[src/rtl/csc_pkg.sv]
package csc_pkg;
  localparam int COEF_W   = 10;
  localparam int FRAC_W   = COEF_W - 1;
  localparam int ROW_W    = 3 * COEF_W;
  localparam int HD_LINES = 720;

  typedef logic signed [COEF_W-1:0] coef_t;

  // Built-in weights, index = row*3 + column (row: Y,Cb,Cr; column: R,G,B)
  function automatic coef_t builtin_coef(input logic hd, input int idx);
    int v;
    v = 0;
    if (hd) begin
      case (idx)
        0: v = 94;   1: v = 314;  2: v = 32;
        3: v = -52;  4: v = -173; 5: v = 225;
        6: v = 225;  7: v = -204; 8: v = -20;
        default: v = 0;
      endcase
    end else begin
      case (idx)
        0: v = 131;  1: v = 258;  2: v = 50;
        3: v = -75;  4: v = -148; 5: v = 224;
        6: v = 224;  7: v = -188; 8: v = -36;
        default: v = 0;
      endcase
    end
    return coef_t'(v);
  endfunction
endpackage

[src/rtl/csc_coef_bank.sv]
module csc_coef_bank
  import csc_pkg::*;
#(
  parameter int LINE_W = 12
) (
  input  logic                  clk,
  input  logic                  rst,
  input  logic                  frame_start,
  input  logic [ROW_W:0]        row_y,
  input  logic [ROW_W-1:0]      row_cb,
  input  logic [ROW_W-1:0]      row_cr,
  input  logic                  custom,
  input  logic [LINE_W-1:0]     lines,
  input  logic                  qfull,
  output logic [9*COEF_W-1:0]   coef_flat,
  output logic                  rgb_full,
  output logic                  q_act
);
  logic [ROW_W:0]   sh_y;
  logic [ROW_W-1:0] sh_cb, sh_cr;
  logic             sh_custom, sh_hd, sh_q;
  logic [ROW_W-1:0] rows [3];

  always_ff @(posedge clk) begin
    if (rst) begin
      sh_y      <= '0;
      sh_cb     <= '0;
      sh_cr     <= '0;
      sh_custom <= 1'b0;
      sh_hd     <= 1'b0;
      sh_q      <= 1'b0;
    end else if (frame_start) begin
      sh_y      <= row_y;
      sh_cb     <= row_cb;
      sh_cr     <= row_cr;
      sh_custom <= custom;
      sh_hd     <= (lines >= LINE_W'(HD_LINES));
      sh_q      <= qfull;
    end
  end

  assign rows[0]  = sh_y[ROW_W-1:0];
  assign rows[1]  = sh_cb;
  assign rows[2]  = sh_cr;
  assign rgb_full = sh_y[ROW_W];
  assign q_act    = sh_q;

  for (genvar k = 0; k < 3; k++) begin : g_row
    for (genvar j = 0; j < 3; j++) begin : g_col
      assign coef_flat[(k*3+j)*COEF_W +: COEF_W] =
        sh_custom ? rows[k][ROW_W-1-j*COEF_W -: COEF_W] : builtin_coef(sh_hd, k*3+j);
    end
  end
endmodule

[src/rtl/csc_dot.sv]
module csc_dot
  import csc_pkg::*;
#(
  parameter int DW     = 8,
  parameter int XW     = DW + 1,
  parameter int PROD_W = XW + COEF_W,
  parameter int ACC_W  = PROD_W + 2,
  parameter int RES_W  = ACC_W - FRAC_W
) (
  input  logic                    clk,
  input  logic                    rst,
  input  logic                    adv,
  input  logic [3*XW-1:0]         x_flat,
  input  logic [3*COEF_W-1:0]     c_row,
  output logic signed [RES_W-1:0] res
);
  localparam logic signed [ACC_W-1:0] RND = ACC_W'(1 << (FRAC_W - 1));

  logic signed [PROD_W-1:0] prod [3];
  logic signed [ACC_W-1:0]  acc;

  always_ff @(posedge clk) begin
    if (rst) begin
      for (int i = 0; i < 3; i++) prod[i] <= '0;
    end else if (adv) begin
      for (int i = 0; i < 3; i++)
        prod[i] <= PROD_W'($signed(x_flat[i*XW +: XW])) *
                   PROD_W'($signed(c_row[i*COEF_W +: COEF_W]));
    end
  end

  always_comb acc = ACC_W'(prod[0]) + ACC_W'(prod[1]) + ACC_W'(prod[2]) + RND;

  always_ff @(posedge clk) begin
    if (rst)      res <= '0;
    else if (adv) res <= RES_W'(acc >>> FRAC_W);
  end
endmodule

[src/rtl/csc_clamp.sv]
module csc_clamp #(
  parameter int DW    = 8,
  parameter int RES_W = 12,
  parameter bit LUMA  = 1'b1
) (
  input  logic                    clk,
  input  logic                    rst,
  input  logic                    adv,
  input  logic                    qfull,
  input  logic signed [RES_W-1:0] v,
  output logic [DW-1:0]           o
);
  localparam int SC     = DW - 8;
  localparam int T_W    = RES_W + 2;
  localparam int OLIM_I = (LUMA ? 16 : 128) << SC;
  localparam int OFUL_I = (LUMA ? 0 : 128) << SC;
  localparam int LO_I   = 16 << SC;
  localparam int HI_I   = (LUMA ? 235 : 240) << SC;
  localparam int MAX_I  = (1 << DW) - 1;
  localparam logic signed [T_W-1:0] OFS_LIM  = T_W'(OLIM_I);
  localparam logic signed [T_W-1:0] OFS_FULL = T_W'(OFUL_I);
  localparam logic signed [T_W-1:0] LO_LIM   = T_W'(LO_I);
  localparam logic signed [T_W-1:0] HI_LIM   = T_W'(HI_I);
  localparam logic signed [T_W-1:0] MAX_FULL = T_W'(MAX_I);

  logic signed [T_W-1:0] t, lo, hi;

  always_comb begin
    t  = T_W'(v) + (qfull ? OFS_FULL : OFS_LIM);
    lo = qfull ? '0 : LO_LIM;
    hi = qfull ? MAX_FULL : HI_LIM;
  end

  always_ff @(posedge clk) begin
    if (rst) o <= '0;
    else if (adv) begin
      if (t < lo)      o <= lo[DW-1:0];
      else if (t > hi) o <= hi[DW-1:0];
      else             o <= t[DW-1:0];
    end
  end
endmodule

[src/rtl/csc_rgb2ycc.sv]
module csc_rgb2ycc
  import csc_pkg::*;
#(
  parameter int DW     = 8,
  parameter int LINE_W = 12
) (
  input  logic              clk,
  input  logic              rst,
  input  logic              frame_start,
  input  logic [ROW_W:0]    cfg_row_y,
  input  logic [ROW_W-1:0]  cfg_row_cb,
  input  logic [ROW_W-1:0]  cfg_row_cr,
  input  logic              cfg_custom,
  input  logic [LINE_W-1:0] cfg_lines,
  input  logic              cfg_qfull,
  input  logic              in_valid,
  output logic              in_ready,
  input  logic [DW-1:0]     in_r,
  input  logic [DW-1:0]     in_g,
  input  logic [DW-1:0]     in_b,
  output logic              out_valid,
  input  logic              out_ready,
  output logic [DW-1:0]     out_y,
  output logic [DW-1:0]     out_cb,
  output logic [DW-1:0]     out_cr
);
  localparam int XW       = DW + 1;
  localparam int PROD_W   = XW + COEF_W;
  localparam int ACC_W    = PROD_W + 2;
  localparam int RES_W    = ACC_W - FRAC_W;
  localparam int IN_OFS_I = 16 << (DW - 8);
  localparam logic [XW-1:0] IN_OFS = XW'(IN_OFS_I);

  logic [9*COEF_W-1:0] coef_flat;
  logic                rgb_full, q_act;
  logic [9*COEF_W+1:0] cfg_live;
  logic [3*XW-1:0]     x_flat;
  logic [3*RES_W-1:0]  res_flat;
  logic [DW-1:0]       ycc [3];
  logic                adv, v1, v2, q1, q2, q_out;

  csc_coef_bank #(.LINE_W(LINE_W)) u_bank (
    .clk(clk), .rst(rst), .frame_start(frame_start),
    .row_y(cfg_row_y), .row_cb(cfg_row_cb), .row_cr(cfg_row_cr),
    .custom(cfg_custom), .lines(cfg_lines), .qfull(cfg_qfull),
    .coef_flat(coef_flat), .rgb_full(rgb_full), .q_act(q_act)
  );

  assign cfg_live = {rgb_full, q_act, coef_flat};
  assign adv      = !out_valid || out_ready;
  assign in_ready = adv;

  always_comb begin
    x_flat[0*XW +: XW] = {1'b0, in_r} - (rgb_full ? '0 : IN_OFS);
    x_flat[1*XW +: XW] = {1'b0, in_g} - (rgb_full ? '0 : IN_OFS);
    x_flat[2*XW +: XW] = {1'b0, in_b} - (rgb_full ? '0 : IN_OFS);
  end

  for (genvar ch = 0; ch < 3; ch++) begin : g_chan
    csc_dot #(.DW(DW), .XW(XW), .PROD_W(PROD_W), .ACC_W(ACC_W), .RES_W(RES_W)) u_dot (
      .clk(clk), .rst(rst), .adv(adv), .x_flat(x_flat),
      .c_row(coef_flat[ch*3*COEF_W +: 3*COEF_W]),
      .res(res_flat[ch*RES_W +: RES_W])
    );
    csc_clamp #(.DW(DW), .RES_W(RES_W), .LUMA(ch == 0)) u_clamp (
      .clk(clk), .rst(rst), .adv(adv), .qfull(q2),
      .v(res_flat[ch*RES_W +: RES_W]), .o(ycc[ch])
    );
  end

  always_ff @(posedge clk) begin
    if (rst) begin
      {v1, v2, out_valid} <= '0;
      {q1, q2, q_out}     <= '0;
    end else if (adv) begin
      v1        <= in_valid;
      v2        <= v1;
      out_valid <= v2;
      q1        <= q_act;
      q2        <= q1;
      q_out     <= q2;
    end
  end

  assign out_y  = ycc[0];
  assign out_cb = ycc[1];
  assign out_cr = ycc[2];
endmodule

[config.mk]
export PLATFORM = sky130hd
export DESIGN_NAME = csc_rgb2ycc
export DESIGN_NICKNAME = d
export VERILOG_FILES = /design/src/rtl/csc_pkg.sv /design/src/rtl/csc_coef_bank.sv /design/src/rtl/csc_dot.sv /design/src/rtl/csc_clamp.sv /design/src/rtl/csc_rgb2ycc.sv
export SDC_FILE = /design/constraint.sdc
export NUM_CORES = 2
export LEC_CHECK = 0
export BUFFER_PORTS_ARGS = -buffer_cell sky130_fd_sc_hd__buf_2
export CAP_MARGIN = 20
export CELL_PAD_IN_SITES_DETAIL_PLACEMENT = 1
export CELL_PAD_IN_SITES_GLOBAL_PLACEMENT = 2
export CORE_MARGIN = 5
export CORE_UTILIZATION = 45
export DETAILED_ROUTE_END_ITERATION = 8
export PLACE_DENSITY_LB_ADDON = 0.08
export SYNTH_ARGS = -nofsm -noshare
export SYNTH_HDL_FRONTEND = slang
export SYNTH_SLANG_ARGS = --single-unit
[constraint.sdc]
create_clock -name clk -period 14.3 [get_ports clk]
set_input_delay 3.575 -clock clk [delete_from_list [all_inputs] [get_ports clk]]
set_output_delay 3.575 -clock clk [all_outputs]
set_load 0.02 [all_outputs]
Yosys cells after proc, flatten, opt, wreduce, memory -nomap -nowiden. Memory sizes are Yosys's and may differ from the RTL's. Cells that the tools add are included.

Bits in registers: 159. Bits in writable memories: 171. Output and inout port bits: 26. Word-level logic and storage cells: 103. Memories kept: 3.

Add/sub/neg operators: 15. $mul: 9. Order comparisons: 7. Multiplexer cells: 41. Bitwise gates (word level): 9. Reduce and logical (&&, ||, !) cells: 2.

Memory list: g_chan[0].u_dot.prod (depth 3, width 19, read ports 3, clocked after memory_dff 0, write ports 3, line csc_dot.sv:19) `logic signed [PROD_W-1:0] prod [3];`; g_chan[1].u_dot.prod (depth 3, width 19, read ports 3, clocked after memory_dff 0, write ports 3, line csc_dot.sv:19); g_chan[2].u_dot.prod (depth 3, width 19, read ports 3, clocked after memory_dff 0, write ports 3, line csc_dot.sv:19).

Operator list (count): multiplier 9 x 10 -> 19 bit (9); two-way mux 19 bit (9); two-way mux 10 bit (9); adder 20 x 19 -> 21 bit (3); adder 21 x 10 -> 21 bit, second input constant (3); adder 19 x 19 -> 20 bit (3); two-way mux 8 bit (7); greater-than comparator 14 bit (2); < comparator 14 bit (2); subtractor 8 x 5 -> 9 bit (3); adder 12 x 9 -> 13 bit, second input constant (2); two-way mux 5 bit (4); two-way mux 6 bit (3); greater-than comparator 14 x 9 -> 1 bit (1); < comparator 14 x 6 -> 1 bit (1); two-way mux 7 bit (2); adder 12 x 6 -> 13 bit (1); greater-or-equal comparator 12 x 10 -> 1 bit, second input constant (1); OR 1 bit (9); two-way mux 1 bit (6); two-way mux 4 bit (1); zero test 1 bit (1); logical OR 1 bit (1).

Longest topological paths before layout.
Depth in word-level cells: 6. Depth in mapped cells: 25. Mapped depth without buffers: 23.

Cells and area by module. From an unflattened synthesis, not the netlist that was laid out.

Cells, all modules: 4789. Area total of the unflattened synthesis: 46597.2 sq um.

Modules (own cells, without submodules): csc_dot at g_chan[1].u_dot (instances 1, cells an instance 1398, area each 13640.6 sq um, seq. area each 1951.9 sq um); csc_dot at g_chan[2].u_dot (instances 1, cells an instance 1359, area each 13472.9 sq um, seq. area each 1951.9 sq um); csc_dot at g_chan[0].u_dot (instances 1, cells an instance 1361, area each 13409.1 sq um, seq. area each 1951.9 sq um); csc_coef_bank (instances 1, cells an instance 430, area each 4043.9 sq um, seq. area each 1881.8 sq um); csc_clamp at g_chan[1].u_clamp ... (instances 2, cells an instance 62, area each 536.8 sq um, seq. area each 160.2 sq um); csc_clamp at g_chan[0].u_clamp (instances 1, cells an instance 67, area each 546.8 sq um, seq. area each 160.2 sq um); csc_rgb2ycc (instances 1, cells an instance 50, area each 410.4 sq um, seq. area each 100.1 sq um).

Least setup slack after synthesis. OpenSTA, ideal clock, no wires.

Path type: input port to flip-flop. From: in in_b[4]. To: mem g_chan[1].u_dot.prod[0][55] (netlist bit), data pin. Data arrival time: 8.694 ns. Data required time: 14.038 ns. Path slack: 5.344 ns. Stages: 21. Path buffers: 0. Path through: inv_1 > ha_1 > nor3b_1 > xor2_1 > nand3_1 > fa_1 > fa_1 > inv_1 > fa_1 > fa_1 > inv_1 > fa_1 > inv_1 > ha_1 > inv_1 > o21bai_1 > a2111oi_0 > o31ai_1 > nand2_1 > mux2i_1 > nand3_1.

RTL lines: start, declared (line csc_rgb2ycc.sv:20) `input logic [DW-1:0] in_b,`; end, declared (line csc_dot.sv:19).

==> results by group <==
Critical path
  – Crit. End Element: flop
  – Crit start category: input pin
  – Reg2reg start: u_bank.sh_custom
  – Worst Setup Path Type: input pin to flop
  – R2R Setup Slk: 7270 ps
  – CP max stage cell: a2111oi_0
  – CP delay by family, top: adder cells
  – Crit path buf inv count: 6
  – Reg2Reg Depth: 19
  – Top cell by count, worst path: fa_1
  – Largest fanout on the critical path: 4
  – Slowest Stage Delay on Critical Path: 530 ps
  – R2R Path End: g_chan[1].u_dot.prod[0][36]
  – Crit path DAT: 9500 ps
  – Req. time, crit path: 14630 ps
  – Cell breakdown of the critical path: buf_2, inv_1, ha_1, nor3b_1, xor2_1, buf_4, nand2_1, fa_1, fa_1, inv_1, fa_1, fa_1, inv_1, fa_1, inv_1, ha_1, a21o_1, a21oi_1, o21ai_0, a2111oi_0, o21ai_0, nor3b_1

Die
  – IO Pins: 160
  – Core area: 0.102 mm2
  – Die span in y: 330 um
  – Row Count: 117
  – Die area: 0.109 mm2
  – Die width: 330 um
  – Initial core utilization: 45.3%

Routing
  – Routed vias: 33800
  – Post-route ant nets: 0
  – Total wire length: 131000 um
  – Met2 wire len: 62700 um
  – Drt initial violations: 1582
  – TritonRoute pass-1 iters: 5
  – Met3 Wirelength: 4060 um
  – Vias per inst: 5.31
  – Post-route DRC: 0
  – Top Metal Used: met4
  – Routed WL per cell: 20.6 um
  – Met1 wire length: 61900 um

Timing
  – Hold Fails Final Rpt: 0
  – Max Clk Rate: 109 MHz
  – Setup Viol. Count Final: 0
  – Final Max Tran Viols: 0
  – Final period util: 64.1%
  – Slew HR: 25.8%
  – Hold slack: 440 ps
  – Clk_skew: 20.3 ps
  – Unrepaired setup endpoints after global routing: no
  – Slew at the pin with the worst max-slew slack: 1110 ps
  – Fin Setup TNS: 0 ps
  – Crit path time final: 9170 ps

Run status
  – Status: completed

Worst hold path
  – Hold Path End: g_chan[1].u_clamp.o[4]
  – Hold path cells: 2
  – Hold_sp: g_chan[1].u_clamp.o[4]
  – Hold crit path type: flop to flop

Logic synthesis
  – Fraction of registers with async set/reset: 0%
  – Syn_area_per_cell: 9.42 um2
  – Fraction of the yosys area taken by sequential cells: 18.1%
  – Mapped Cells: 4884
  – #FFs+latches synth: 330
  – Yosys cell types: 74
  – YS warnings: 0
  – Number of enable flip-flop cells after synthesis: 171
  – Post-Syn Area: 0.0460 mm2
  – Synth top area cells: fa_1, ha_1, edfxtp_1, dfxtp_1, inv_1
  – Post-synth top flop: edfxtp_1
  – Yosys top cell area share: 32.5%
  – Post-synth top area cell: fa_1
  – Syn_nets: 6254

Cells and area
  – Area Growth Syn to Fin: 8.27%
  – Nets: 6325
  – Share of layout cells above drive strength 1: 6.69%
  – Commonest non-fill, non-tap cell in the layout: inv_1
  – Most frequent cells in the layout: inv_1, fa_1, nor2_1, ha_1, nand2_1
  – Fill cell count: 11700

GRT
  – GRT Total Usage: 24.7%
  – Initial antenna violation count: 5
  – Global-route wire length before repair: 210000 um
  – Pin count of the biggest net entering global routing: 88
  – Number of global-route vias before repair: 37100
  – GRT overflow: 0

CTS
  – Post-CTS Setup Repair Bufs: 0
  – H-tree Lvls: 2
  – Sink Count: 330
  – CTS clock-pin slew for the worst setup and hold paths: 60 ps
  – Clk_lat worst skew: 620 ps
  – CTS tree: done
  – CTS-repair resized insts: 0
  – CTS Root Cell: clkbuf_16
  – # hold bufs at CTS: 0
  – CTS Buf Count: 45
  – Clock Tree Buf Depth: 3

Place
  – HPWL after DPL: 104000 um
  – Port bufs: 155
  – GP Congestion: 0.840

Flow run
  – Max_cap viols: 0

Pwr
  – Peak VDD IR: 0.140 mV
  – P per Cell Area: 199 mW/mm2
  – Leak: 24.8 nW
==> tightest hold or removal path: cells and delay by family (launching register included) <==
kind / cells / cell delay (ps)
AND/OR/NAND/NOR: 2 / 90
flip-flops: 1 / 300
==> synthesized netlist by cell type (all sizes together) (19+ instances only) <==
cell type	n
o21ai	89
nor2b	41
nor2	620
nor3b	31
ha	489
buf	34
inv	826
fa	747
dfxtp	159
clkbuf	139
nor3	25
and3	65
a21o	35
xnor2	119
nand2	400
xor2	70
o21bai	19
nand2b	76
nand3	91
or2	35
edfxtp	171
and2	128
a21oi	170
mux2i	99
==> where the power goes <==
group / switching, mW / internal (mW) / total, mW
Sequential: 0.218 / 1.37 / 1.59
Combinational: 4.14 / 2.95 / 7.10
Clock: 0.499 / 0.708 / 1.21
==> registers in the layout (all words and copies together) (netlist names) <==
| name | cells |
|---|---|
| g_chan.u_clamp.o | 24 |
| g_chan.u_dot.prod | 171 |
| g_chan.u_dot.res | 36 |
| out_valid | 1 |
| q1 | 1 |
| q2 | 1 |
| u_bank.q_act | 1 |
| u_bank.sh_cb | 30 |
| u_bank.sh_cr | 30 |
| u_bank.sh_custom | 1 |
| u_bank.sh_hd | 1 |
| u_bank.sh_y | 31 |
| v1 | 1 |
| v2 | 1 |
==> routing by layer <==
metal,GRT usage [%],vias up
li1,-,15600
met1,35.0,17600
met2,42.2,475
met3,2.29,111
met4,4.40,0
met5,0,-
==> kinds of logic after synthesis <==
logic type	share of synthesized area, %
AND/OR/NAND/NOR	15.7
flip-flops	18.1
AO/OA/AOI/OAI	6.45
buffers and inverters	8.19
XOR/XNOR	3.60
multiplexers	2.15
adder cells (fa/ha/maj)	45.8
==> area by class of cell <==
class | count | area [um2] | area share [%]
diodes | 1 | 2.50 | 0.00503
clock buffers | 54 | 1220 | 2.45
clock inverters | 30 | 334 | 0.671
inverters | 826 | 3110 | 6.24
multi-input cells | 3555 | 34000 | 68.3
flip-flops and latches | 330 | 8320 | 16.7
well taps | 1368 | 1710 | 3.44
repair buffers | 197 | 1100 | 2.22
==> stage by stage <==
stage / power (mW) / instances / area, um2 / util, % / setup slack (ps)
global route: 11.0 / 6360 / 49800 / 49.0 / 4760
detailed placement: 8.75 / 6273 / 48200 / 47.5 / 4090
floorplan: 6.70 / 4884 / 46000 / - / 5340
global placement: 8.58 / 6273 / 48200 / 47.5 / 4260
CTS: 10.1 / 6357 / 49800 / 49.0 / 4730
finish: 9.89 / 6361 / 49800 / 49.0 / 5130
==> worst max-delay path by stage <==
| stage | start | endpoint | slack [ps] | cells past startpoint |
|---|---|---|---|---|
| floorplan | in_b[4] | g_chan[1].u_dot.prod[0][55] | 5340 | 21 |
| global placement | in_r[4] | g_chan[1].u_dot.prod[0][17] | 4260 | 21 |
| detailed placement | in_r[4] | g_chan[2].u_dot.prod[0][16] | 4090 | 22 |
| CTS | in_r[4] | g_chan[2].u_dot.prod[0][16] | 4730 | 22 |
| global route | in_r[4] | g_chan[0].u_dot.prod[0][17] | 4760 | 22 |
| finish | in_r[4] | g_chan[0].u_dot.prod[0][17] | 5130 | 22 |
Note: power is estimated with default switching activity, not from simulation.
